===== config.mk =====
export PLATFORM = sky130hd
export DESIGN_NAME = nand_cmd_front
export DESIGN_NICKNAME = d
export VERILOG_FILES = /design/src/rtl/nand_fe_pkg.sv /design/src/rtl/nand_bus_sample.sv /design/src/rtl/nand_cmd_decode.sv /design/src/rtl/nand_op_seq.sv /design/src/rtl/nand_cmd_front.sv
export SDC_FILE = /design/constraint.sdc
export NUM_CORES = 1
export LEC_CHECK = 0
export BUFFER_PORTS_ARGS = -buffer_cell sky130_fd_sc_hd__buf_2
export CAP_MARGIN = 25
export CORE_ASPECT_RATIO = 2
export CORE_UTILIZATION = 45
export CTS_CLUSTER_SIZE = 28
export DETAILED_ROUTE_END_ITERATION = 8
export GPL_ROUTABILITY_DRIVEN = 0
export GPL_TIMING_DRIVEN = 0
export PLACE_DENSITY_LB_ADDON = 0.12
export RECOVER_POWER = 25
export SLEW_MARGIN = 20
export SYNTH_ARGS = -nofsm -noshare
export SYNTH_HDL_FRONTEND = slang
export SYNTH_SLANG_ARGS = --single-unit

===== constraint.sdc =====
create_clock -name clk -period 4.29 [get_ports clk]
set_input_delay 0.2145 -clock clk [delete_from_list [all_inputs] [get_ports clk]]
set_output_delay 0.2145 -clock clk [all_outputs]
set_load 0.01 [all_outputs]

===== src/rtl/nand_fe_pkg.sv =====
package nand_fe_pkg;
  localparam int BUS_W    = 8;
  localparam int HALF_SZ  = 2 ** BUS_W;
  localparam int SPARE_SZ = 16;
  localparam int SPARE_W  = $clog2(SPARE_SZ);
  localparam int COL_W    = $clog2(2 * HALF_SZ + SPARE_SZ);

  typedef enum logic [1:0] {AREA_LO = 2'd0, AREA_HI = 2'd1, AREA_SP = 2'd2} area_e;

  typedef enum logic [3:0] {
    CMD_NONE, CMD_RD_LO, CMD_RD_HI, CMD_RD_SP, CMD_LOAD, CMD_PROG,
    CMD_ER_OPEN, CMD_ER_GO, CMD_ID, CMD_STATUS, CMD_RESET
  } cmd_e;

  typedef enum logic [2:0] {SQ_IDLE, SQ_RD_ADDR, SQ_PG_ADDR, SQ_PG_DATA, SQ_ER_ADDR} seq_e;

  // Internal column from area and column byte.
  function automatic logic [COL_W-1:0] col_of(area_e a, logic [BUS_W-1:0] b);
    case (a)
      AREA_HI: return COL_W'(HALF_SZ) + COL_W'(b);
      AREA_SP: return COL_W'(2 * HALF_SZ) + COL_W'(b[SPARE_W-1:0]);
      default: return COL_W'(b);
    endcase
  endfunction

  // Next column, wrapping inside the area.
  function automatic logic [COL_W-1:0] next_col(area_e a, logic [COL_W-1:0] c);
    logic [COL_W-1:0] base, n;
    base = col_of(a, '0);
    n    = c + 1'b1;
    if (a == AREA_SP) return (n == base + COL_W'(SPARE_SZ)) ? base : n;
    return (n == base + COL_W'(HALF_SZ)) ? base : n;
  endfunction
endpackage


===== src/rtl/nand_bus_sample.sv =====
module nand_bus_sample (
  input  logic clk,
  input  logic rst_n,
  input  logic ce_n,
  input  logic we_n,
  input  logic cle,
  input  logic ale,
  output logic cyc_cmd,
  output logic cyc_addr,
  output logic cyc_data
);
  logic we_q;
  logic rise;

  always_ff @(posedge clk or negedge rst_n) begin
    if (!rst_n) we_q <= 1'b1;
    else        we_q <= we_n;
  end

  assign rise     = !we_q && we_n && !ce_n;
  assign cyc_cmd  = rise && cle && !ale;
  assign cyc_addr = rise && ale && !cle;
  assign cyc_data = rise && !cle && !ale;
endmodule


===== src/rtl/nand_cmd_decode.sv =====
module nand_cmd_decode import nand_fe_pkg::*; (
  input  logic [BUS_W-1:0] io,
  input  logic             se_n,
  output cmd_e             cmd
);
  always_comb begin
    case (io)
      8'h00:   cmd = CMD_RD_LO;
      8'h01:   cmd = CMD_RD_HI;
      8'h50:   cmd = se_n ? CMD_NONE : CMD_RD_SP;
      8'h80:   cmd = CMD_LOAD;
      8'h10:   cmd = CMD_PROG;
      8'h60:   cmd = CMD_ER_OPEN;
      8'hD0:   cmd = CMD_ER_GO;
      8'h90:   cmd = CMD_ID;
      8'h70:   cmd = CMD_STATUS;
      8'hFF:   cmd = CMD_RESET;
      default: cmd = CMD_NONE;
    endcase
  end
endmodule


===== src/rtl/nand_op_seq.sv =====
module nand_op_seq import nand_fe_pkg::*; #(
  parameter int ROW_W  = 15,
  parameter int PAGE_W = 5
) (
  input  logic                    clk,
  input  logic                    rst_n,
  input  logic                    cmd_v,
  input  logic                    addr_v,
  input  logic                    data_v,
  input  cmd_e                    cmd,
  input  logic [BUS_W-1:0]        io,
  output logic                    rd_go,
  output logic                    prog_go,
  output logic                    erase_go,
  output logic                    id_go,
  output logic                    status_go,
  output logic                    reset_go,
  output logic [COL_W-1:0]        op_col,
  output logic [ROW_W-1:0]        op_row,
  output logic [ROW_W-PAGE_W-1:0] erase_blk,
  output logic                    pg_we,
  output logic [COL_W-1:0]        pg_col,
  output logic [BUS_W-1:0]        pg_data,
  output logic [1:0]              area_o
);
  localparam int HI_W = ROW_W - BUS_W;

  seq_e             st;
  area_e            area;
  logic [1:0]       cnt;
  logic [COL_W-1:0] col, wcol;
  logic [ROW_W-1:0] row;
  logic [ROW_W-1:0] row_full;

  assign row_full = {io[HI_W-1:0], row[BUS_W-1:0]};
  assign area_o   = area;

  always_ff @(posedge clk or negedge rst_n) begin
    if (!rst_n) begin
      st <= SQ_IDLE; area <= AREA_LO; cnt <= '0;
      col <= '0; wcol <= '0; row <= '0;
      rd_go <= 1'b0; prog_go <= 1'b0; erase_go <= 1'b0;
      id_go <= 1'b0; status_go <= 1'b0; reset_go <= 1'b0; pg_we <= 1'b0;
      op_col <= '0; op_row <= '0; erase_blk <= '0; pg_col <= '0; pg_data <= '0;
    end else begin
      rd_go <= 1'b0; prog_go <= 1'b0; erase_go <= 1'b0;
      id_go <= 1'b0; status_go <= 1'b0; reset_go <= 1'b0; pg_we <= 1'b0;
      if (cmd_v) begin
        case (cmd)
          CMD_RD_LO:   begin area <= AREA_LO; st <= SQ_RD_ADDR; cnt <= '0; end
          CMD_RD_HI:   begin area <= AREA_HI; st <= SQ_RD_ADDR; cnt <= '0; end
          CMD_RD_SP:   begin area <= AREA_SP; st <= SQ_RD_ADDR; cnt <= '0; end
          CMD_LOAD:    begin st <= SQ_PG_ADDR; cnt <= '0; end
          CMD_ER_OPEN: begin st <= SQ_ER_ADDR; cnt <= '0; end
          CMD_PROG: if (st == SQ_PG_DATA) begin
            prog_go <= 1'b1; op_col <= col; op_row <= row; st <= SQ_IDLE;
            if (area == AREA_HI) area <= AREA_LO;
          end
          CMD_ER_GO: if (st == SQ_ER_ADDR && cnt == 2'd2) begin
            erase_go <= 1'b1; erase_blk <= row[ROW_W-1:PAGE_W]; st <= SQ_IDLE;
          end
          CMD_ID:     begin id_go <= 1'b1; st <= SQ_IDLE; end
          CMD_STATUS: status_go <= 1'b1;
          CMD_RESET:  begin reset_go <= 1'b1; st <= SQ_IDLE; area <= AREA_LO; end
          default: ;
        endcase
      end else if (addr_v) begin
        if (st == SQ_RD_ADDR || st == SQ_PG_ADDR) begin
          if (cnt == 2'd0) begin
            col <= col_of(area, io); cnt <= 2'd1;
          end else if (cnt == 2'd1) begin
            row[BUS_W-1:0] <= io; cnt <= 2'd2;
          end else begin
            row <= row_full;
            if (st == SQ_RD_ADDR) begin
              rd_go <= 1'b1; op_col <= col; op_row <= row_full; st <= SQ_IDLE;
              if (area == AREA_HI) area <= AREA_LO;
            end else begin
              st <= SQ_PG_DATA; wcol <= col;
            end
          end
        end else if (st == SQ_ER_ADDR) begin
          if (cnt == 2'd0) begin
            row[BUS_W-1:0] <= io; cnt <= 2'd1;
          end else if (cnt == 2'd1) begin
            row <= row_full; cnt <= 2'd2;
          end
        end
      end else if (data_v && st == SQ_PG_DATA) begin
        pg_we <= 1'b1; pg_col <= wcol; pg_data <= io;
        wcol <= next_col(area, wcol);
      end
    end
  end
endmodule


===== src/rtl/nand_cmd_front.sv =====
module nand_cmd_front import nand_fe_pkg::*; #(
  parameter int ROW_W  = 15,
  parameter int PAGE_W = 5
) (
  input  logic                    clk,
  input  logic                    rst_n,
  input  logic                    ce_n,
  input  logic                    we_n,
  input  logic                    cle,
  input  logic                    ale,
  input  logic                    se_n,
  input  logic [BUS_W-1:0]        io,
  output logic                    rd_go,
  output logic                    prog_go,
  output logic                    erase_go,
  output logic                    id_go,
  output logic                    status_go,
  output logic                    reset_go,
  output logic [COL_W-1:0]        op_col,
  output logic [ROW_W-1:0]        op_row,
  output logic [ROW_W-PAGE_W-1:0] erase_blk,
  output logic                    pg_we,
  output logic [COL_W-1:0]        pg_col,
  output logic [BUS_W-1:0]        pg_data,
  output logic [1:0]              area
);
  logic cyc_cmd, cyc_addr, cyc_data;
  cmd_e cmd;

  nand_bus_sample u_bus (
    .clk(clk), .rst_n(rst_n), .ce_n(ce_n), .we_n(we_n), .cle(cle), .ale(ale),
    .cyc_cmd(cyc_cmd), .cyc_addr(cyc_addr), .cyc_data(cyc_data)
  );

  nand_cmd_decode u_dec (.io(io), .se_n(se_n), .cmd(cmd));

  nand_op_seq #(.ROW_W(ROW_W), .PAGE_W(PAGE_W)) u_seq (
    .clk(clk), .rst_n(rst_n), .cmd_v(cyc_cmd), .addr_v(cyc_addr), .data_v(cyc_data),
    .cmd(cmd), .io(io), .rd_go(rd_go), .prog_go(prog_go), .erase_go(erase_go),
    .id_go(id_go), .status_go(status_go), .reset_go(reset_go), .op_col(op_col),
    .op_row(op_row), .erase_blk(erase_blk), .pg_we(pg_we), .pg_col(pg_col),
    .pg_data(pg_data), .area_o(area)
  );
endmodule


# After elaboration in Yosys (flattened, before gate mapping)
# Cells that the tools add are included.
# op_classes
n_mux	91
reduce_logical	38
n_bitwise	2
n_addsub	5
n_eq_ne	48
# ops
op	n
two-way mux 10 bit	21
two-way mux 15 bit	12
case mux 10 bit (2 select lines)	2
case mux 4 bit (10 select lines)	1
AND reduction 7 bit	5
two-way mux 2 bit	17
equality test 8 bit (second input constant)	4
two-way mux 1 bit	25
equality test 8 x 7 -> 1 bit (second input constant)	3
two-way mux 3 bit	7
equality test 10 bit	2
inequality test 2 bit (second input constant)	10
case mux 3 bit (6 select lines)	1
equality test 4 x 3 -> 1 bit (second input constant)	4
two-way mux 8 bit	2
two-way mux 7 bit	2
equality test 4 bit (second input constant)	3
nonzero test 2 bit	6
adder 10 x 1 -> 10 bit (second input constant)	1
adder 10 x 4 -> 10 bit (first input constant)	1
adder 10 x 5 -> 10 bit (second input constant)	1
adder 10 x 9 -> 10 bit (second input constant)	1
adder 9 x 8 -> 10 bit (first input constant)	1
logical AND 1 bit	10
28 further kinds	42
# totals
word_cells	204
ff_bits	103
out_inout_bits	62

# Logic depth before layout (Yosys ltp)
# logic_depth
depth_word	16
ltp_mapped	11
depth_no_buf	8

# By module
# Synthesis repeated with hierarchy kept, for this count alone.
# hier_totals
cells_unflattened	448
hier_area_um2	4927.2
# modules_own_cells
module	cells_each	instances	area_each_um2	seq_area_each_um2
nand_op_seq	411	1	4652.0	2552.4
nand_cmd_decode	32	1	190.2	0.0
nand_bus_sample	5	1	85.1	26.3

# Least setup slack after synthesis
# Ideal clock, no wire load.
# synth_path
path_kind	input-to-reg
startpoint	input port io[1]
endpoint	register u_seq.op_row[0]
slack_ns	1.817
arrival_ns	2.349
t_required_ns	4.165
n_path_buf	3
path_stages	9
cell_sequence	buf_6 or3_4 or3_4 o32a_4 nand4bb_1 a21o_1 buf_2 buf_4 mux2_2
# synth_between
elab_chain_cells	5
word_cells_on_any_way	14
cone_classes	eq/ne (11); mux (1); reduce/logical (2)
# synth_lines
item	line_no	rtl
start, declared	nand_cmd_front.sv:12	input logic [BUS_W-1:0] io,
equality test 8 bit, or another cell as far along	nand_cmd_decode.sv:7	case (io)
case mux 4 bit (10 select lines) *	nand_cmd_decode.sv:7	
equality test 4 x 3 -> 1 bit *	nand_op_seq.sv:49	case (cmd)
inequality test 2 x 1 -> 1 bit (no line) *	n/a	
AND reduction 7 bit (no line) *	n/a	
end signal, assigned	nand_op_seq.sv:44	op_col <= '0; op_row <= '0; erase_blk <= '0; pg_col <= '0; pg_data <= '0;
end signal, assigned	nand_op_seq.sv:56	prog_go <= 1'b1; op_col <= col; op_row <= row; st <= SQ_IDLE;
end signal, assigned	nand_op_seq.sv:76	rd_go <= 1'b1; op_col <= col; op_row <= row_full; st <= SQ_IDLE;
end, declared	nand_op_seq.sv:19	output logic [ROW_W-1:0] op_row,
# Every way passes the cells marked *; elsewhere a longest branch is shown, timed or not.
# A chain may end at the register's enable or synchronous reset.

# Worst setup path in the final report
# layout_path
startpoint	input port we_n
endpoint	register u_seq.op_row[0]
# layout_between
elab_chain_cells	6
word_cells_on_any_way	15
cone_classes	eq/ne (4); mux (1); reduce/logical (10)
# layout_lines
item	line_no	rtl
start, declared	nand_cmd_front.sv:8	input logic we_n,
logical AND 1 bit * (2 in a row)	nand_bus_sample.sv:20	assign rise = !we_q && we_n && !ce_n;
logical AND 1 bit (on tied branches) (2 in a row)	nand_bus_sample.sv:21, nand_bus_sample.sv:22	
inequality test 2 x 1 -> 1 bit (no line), or another cell as far along	n/a	
AND reduction 7 bit (no line)	n/a	
# Marks and branches as above.

==> results.py <==
metrics = {
    "clock_network": {
        "ctsLongestPathBuffers": 2,
        "cts_tree": "yes",
        "clock-root-buffer": "sky130_fd_sc_hd__clkbuf_16",
        "clkSinkCount": 103,
        "post_cts_resize_count": 0,
        "worst_skew_late_latency_ns": 0.35,
        "htreeDepth": 3,
        "cts_post_setup_buffers_inserted": 0,
        "clkSlewWorstSetupHoldPaths_ns": 0.06,
        "tritoncts.num_buffers": 9,
    },
    "sta": {
        "fmaxAchievable_mhz": 346.6,
        "slew_headroom_pct": 50.38,
        "finalClockSkew_ns": 0.006534,
        "finalCritPeriodShare_pct": 67.26,
        "final_critical_path_setup_slack_ns": 1.405,
        "setup_viol_count_final": 0,
        "setup-tns-final_ns": 0,
        "fin_crit_ns": 2.885,
        "hold-worst-slack_ns": 0.1431,
        "finalHoldViolations": 0,
        "number_of_pins_exceeding_their_max_slew_limit_in_the_final_report": 0,
        "unrepaired_setup_endpoints_after_global_routing": "false",
        "worst_pin_slew_ns": 0.7443,
    },
    "placed_design": {
        "dp_hpwl_mm": 9.266,
        "placedInstanceArea_um2": 5685,
        "io_buffer_count": 74,
        "preCtsSetupSlack_ns": 1.320,
    },
    "floorplan": {
        "rows": 54,
        "dieWidth_um": 77.24,
        "ioPinCount": 77,
        "start_util_pct": 46.55,
        "core-area_um2": 10950,
        "die_area_um2": 11780,
        "fp.dieH_um": 152.5,
    },
    "route": {
        "num_vias": 3986,
        "drt-pass1-iter-count": 4,
        "postRouteAntennaNets": 0,
        "avgViaCountPerCell": 5.521,
        "routed_wire_length_per_instance_um": 17.44,
        "finalWirelength_mm": 12.59,
        "initialDrtViolationCount": 180,
        "drcViolationCount": 0,
    },
    "synth": {
        "synth_cell_types": 69,
        "avgSynthCellArea_um2": 10.44,
        "synthArstFlopShare_pct": 100.0,
        "yosysWarningCount": 0,
        "syn_inst": 488,
        "synth-edff-count": 0,
        "post_synth_instance_area_um2": 5095,
        "sequential_fraction_of_the_synthesis_area_pct": 50.61,
        "synth_fp_nets": 507,
        "ys_seq_elements": 103,
        "most_frequently_used_flop_master_after_synthesis": "sky130_fd_sc_hd__dfrtp_1",
    },
    "layout": {
        "post_route_cells_drive_above_1_share_pct": 26.46,
        "flow.area_growth_from_synthesis_pct": 17.80,
        "fillerInstances": 1025,
        "nets": 596,
        "postLayoutCellArea_um2": 6002,
        "antenna_diode_count": 0,
    },
    "worst_setup_path": {
        "category_of_the_worst_setup_path_launch_point": "input port",
        "startpoint": "we_n",
        "timing.critical_path.arrival_ns": 3.12,
        "worst-r2r-cell-count": 8,
        "critical_path_type": "in2reg",
        "worstSetupEndpointType": "flip-flop",
        "cp.required_ns": 4.52,
        "r2r_start": "u_bus.we_q",
        "timing.critical_path.fanout_max": 10,
    },
    "global_routing": {
        "grt_pass1_wl_mm": 20.44,
        "antenna_found_initial": 0,
        "global_route_usage_over_all_layers_pct": 22.60,
        "grt_start_max_net_pins": 53,
        "first_global_vias": 4003,
        "globalRouteOverflowTotal": 0,
    },
    "hold_path": {
        "hold_class": "in2reg",
        "holdCritStartpoint": "io[1]",
        "hold_path_depth": 3,
    },
    "power": {
        "vdd.ir_drop.worst_uv": 230.6,
        "p_leak_nw": 2.994,
        "cellPowerDensity_nw_per_um2": 413.2,
    },
    "flow_run": {
        "drv.max_cap_violation_count": 0,
    },
    "run_status": {
        "status": "complete, no violations",
    },
}
## flip-flops by register name (all words and copies together), names as in the netlist, 2 cells and up
name             cells
u_seq.area_o         2
u_seq.pg_data        8
u_seq.erase_blk     10
u_seq.op_row        15
u_seq.col           10
u_seq.wcol          10
u_seq.st             3
u_seq.op_col        10
u_seq.pg_col        10
u_seq.row           15
u_seq.cnt            2
## per-stage QoR
step	utilization, %	instances	power, W
final	54.84	722	0.002480
after global routing	54.84	722	0.002601
after CTS	55.01	722	0.002506
after detailed placement	51.94	704	0.001632
after global placement	51.53	702	0.001610
after floorplan	-	488	0.001468
## power by group
part | switching (W) | internal [W] | total [W] | leakage (nW)
Clock | 0.000355 | 0.000513 | 0.000868 | 0.154
Combinational | 0.000220 | 0.000198 | 0.000419 | 1.47
Sequential | 0.0000973 | 0.00110 | 0.00119 | 1.37
Total | 0.000673 | 0.00181 | 0.00248 | 2.99
## critical path, stage by stage
cell	delay, ns
sky130_fd_sc_hd__dlygate4sd3_1	0.53
sky130_fd_sc_hd__buf_2	0.11
sky130_fd_sc_hd__nor3b_2	0.30
sky130_fd_sc_hd__nand3b_2	0.25
sky130_fd_sc_hd__a2111o_1	0.50
sky130_fd_sc_hd__nand4bb_1	0.30
sky130_fd_sc_hd__a21o_1	0.22
sky130_fd_sc_hd__buf_2	0.20
sky130_fd_sc_hd__buf_4	0.22
sky130_fd_sc_hd__mux2_2	0.27
## cells in the final DEF (no fill, tap or decap), types with 3 or more instances in the layout
| cell | count |
|---|---|
| sky130_fd_sc_hd__buf_2 | 63 |
| sky130_fd_sc_hd__nor2_1 | 16 |
| sky130_fd_sc_hd__clkbuf_16 | 9 |
| sky130_fd_sc_hd__inv_1 | 10 |
| sky130_fd_sc_hd__mux2_2 | 37 |
| sky130_fd_sc_hd__clkbuf_8 | 4 |
| sky130_fd_sc_hd__dfrtp_1 | 102 |
| sky130_fd_sc_hd__o21ai_0 | 35 |
| sky130_fd_sc_hd__ha_1 | 4 |
| sky130_fd_sc_hd__a31oi_1 | 4 |
| sky130_fd_sc_hd__nand2b_1 | 9 |
| sky130_fd_sc_hd__nand3_1 | 20 |
| sky130_fd_sc_hd__nand2_1 | 103 |
| sky130_fd_sc_hd__or3_1 | 5 |
| sky130_fd_sc_hd__buf_6 | 5 |
| sky130_fd_sc_hd__xnor2_1 | 3 |
| sky130_fd_sc_hd__nor3_1 | 12 |
| sky130_fd_sc_hd__clkbuf_1 | 33 |
| sky130_fd_sc_hd__mux2_4 | 7 |
| sky130_fd_sc_hd__nor2b_1 | 4 |
| sky130_fd_sc_hd__mux2i_1 | 9 |
| sky130_fd_sc_hd__nor4_1 | 3 |
| sky130_fd_sc_hd__xor2_1 | 3 |
| sky130_fd_sc_hd__o22ai_1 | 6 |
| sky130_fd_sc_hd__a21oi_1 | 11 |
## Yosys cell counts, drive strengths merged, types with 10 or more instances
library cell / n / area, um2
a21oi: 11 / 55.05
clkbuf: 20 / 115.1
dfrtp: 102 / 2552
inv: 10 / 37.54
mux2: 44 / 521.8
nand2: 104 / 397.9
nand3: 20 / 100.1
nor2: 16 / 60.06
nor3: 13 / 70.07
o21ai: 35 / 175.2
## what timing repair did
action | 4_1_cts | 5_1_grt
hold buffers | 2 | 0
hold endpoints to repair | 51 | 0
endpoints found under the setup margin | 0 | 0
## cells by family (layout without fill, tap and decap cells)
group | after synthesis | count (layout) | synth area share [%]
fa+ha+maj | 4 | 4 | 0.9824
flops | 103 | 103 | 50.61
xor+xnor | 8 | 8 | 1.940
buf+inv | 39 | 133 | 4.421
compound gates | 76 | 76 | 9.897
simple gates | 205 | 205 | 20.14
mux | 53 | 53 | 12.01
## worst paths after layout
check	endpoint	slack, ns
max	u_seq.op_row[0]	1.40
min reg2reg	u_seq.pg_col[8]	0.47
max reg2reg	u_seq.op_row[0]	1.53
min	u_seq.pg_data[1]	0.14
max in group asynchronous	u_seq.st[2]	3.28
min in group asynchronous	u_seq.op_row[11]	0.38
## routing by layer
layer | track usage (%) | vias up | wire length [um] | share of wire, %
met4 | 9.883 | 0 | 344 | 2.7
met3 | 3.892 | 27 | 487 | 3.9
met5 | 0 | - | 0 | 0
met1 | 24.69 | 1971 | 4879 | 39
li1 | - | 1881 | - | -
met2 | 41.68 | 107 | 6880 | 55
## area by class of cell
| cell class | instances | area (um2) | share of cell area, % |
|---|---|---|---|
| sequential | 103 | 2579 | 42.96 |
| tap | 140 | 175.2 | 2.918 |
| inverter | 10 | 37.54 | 0.6254 |
| clock inverter | 5 | 82.58 | 1.376 |
| timing repair buffer | 78 | 410.4 | 6.838 |
| buffer | 29 | 187.7 | 3.127 |
| clock buffer | 11 | 232.7 | 3.877 |
| multi-input combinational | 346 | 2297 | 38.27 |
(Power assumes the default switching activity.)
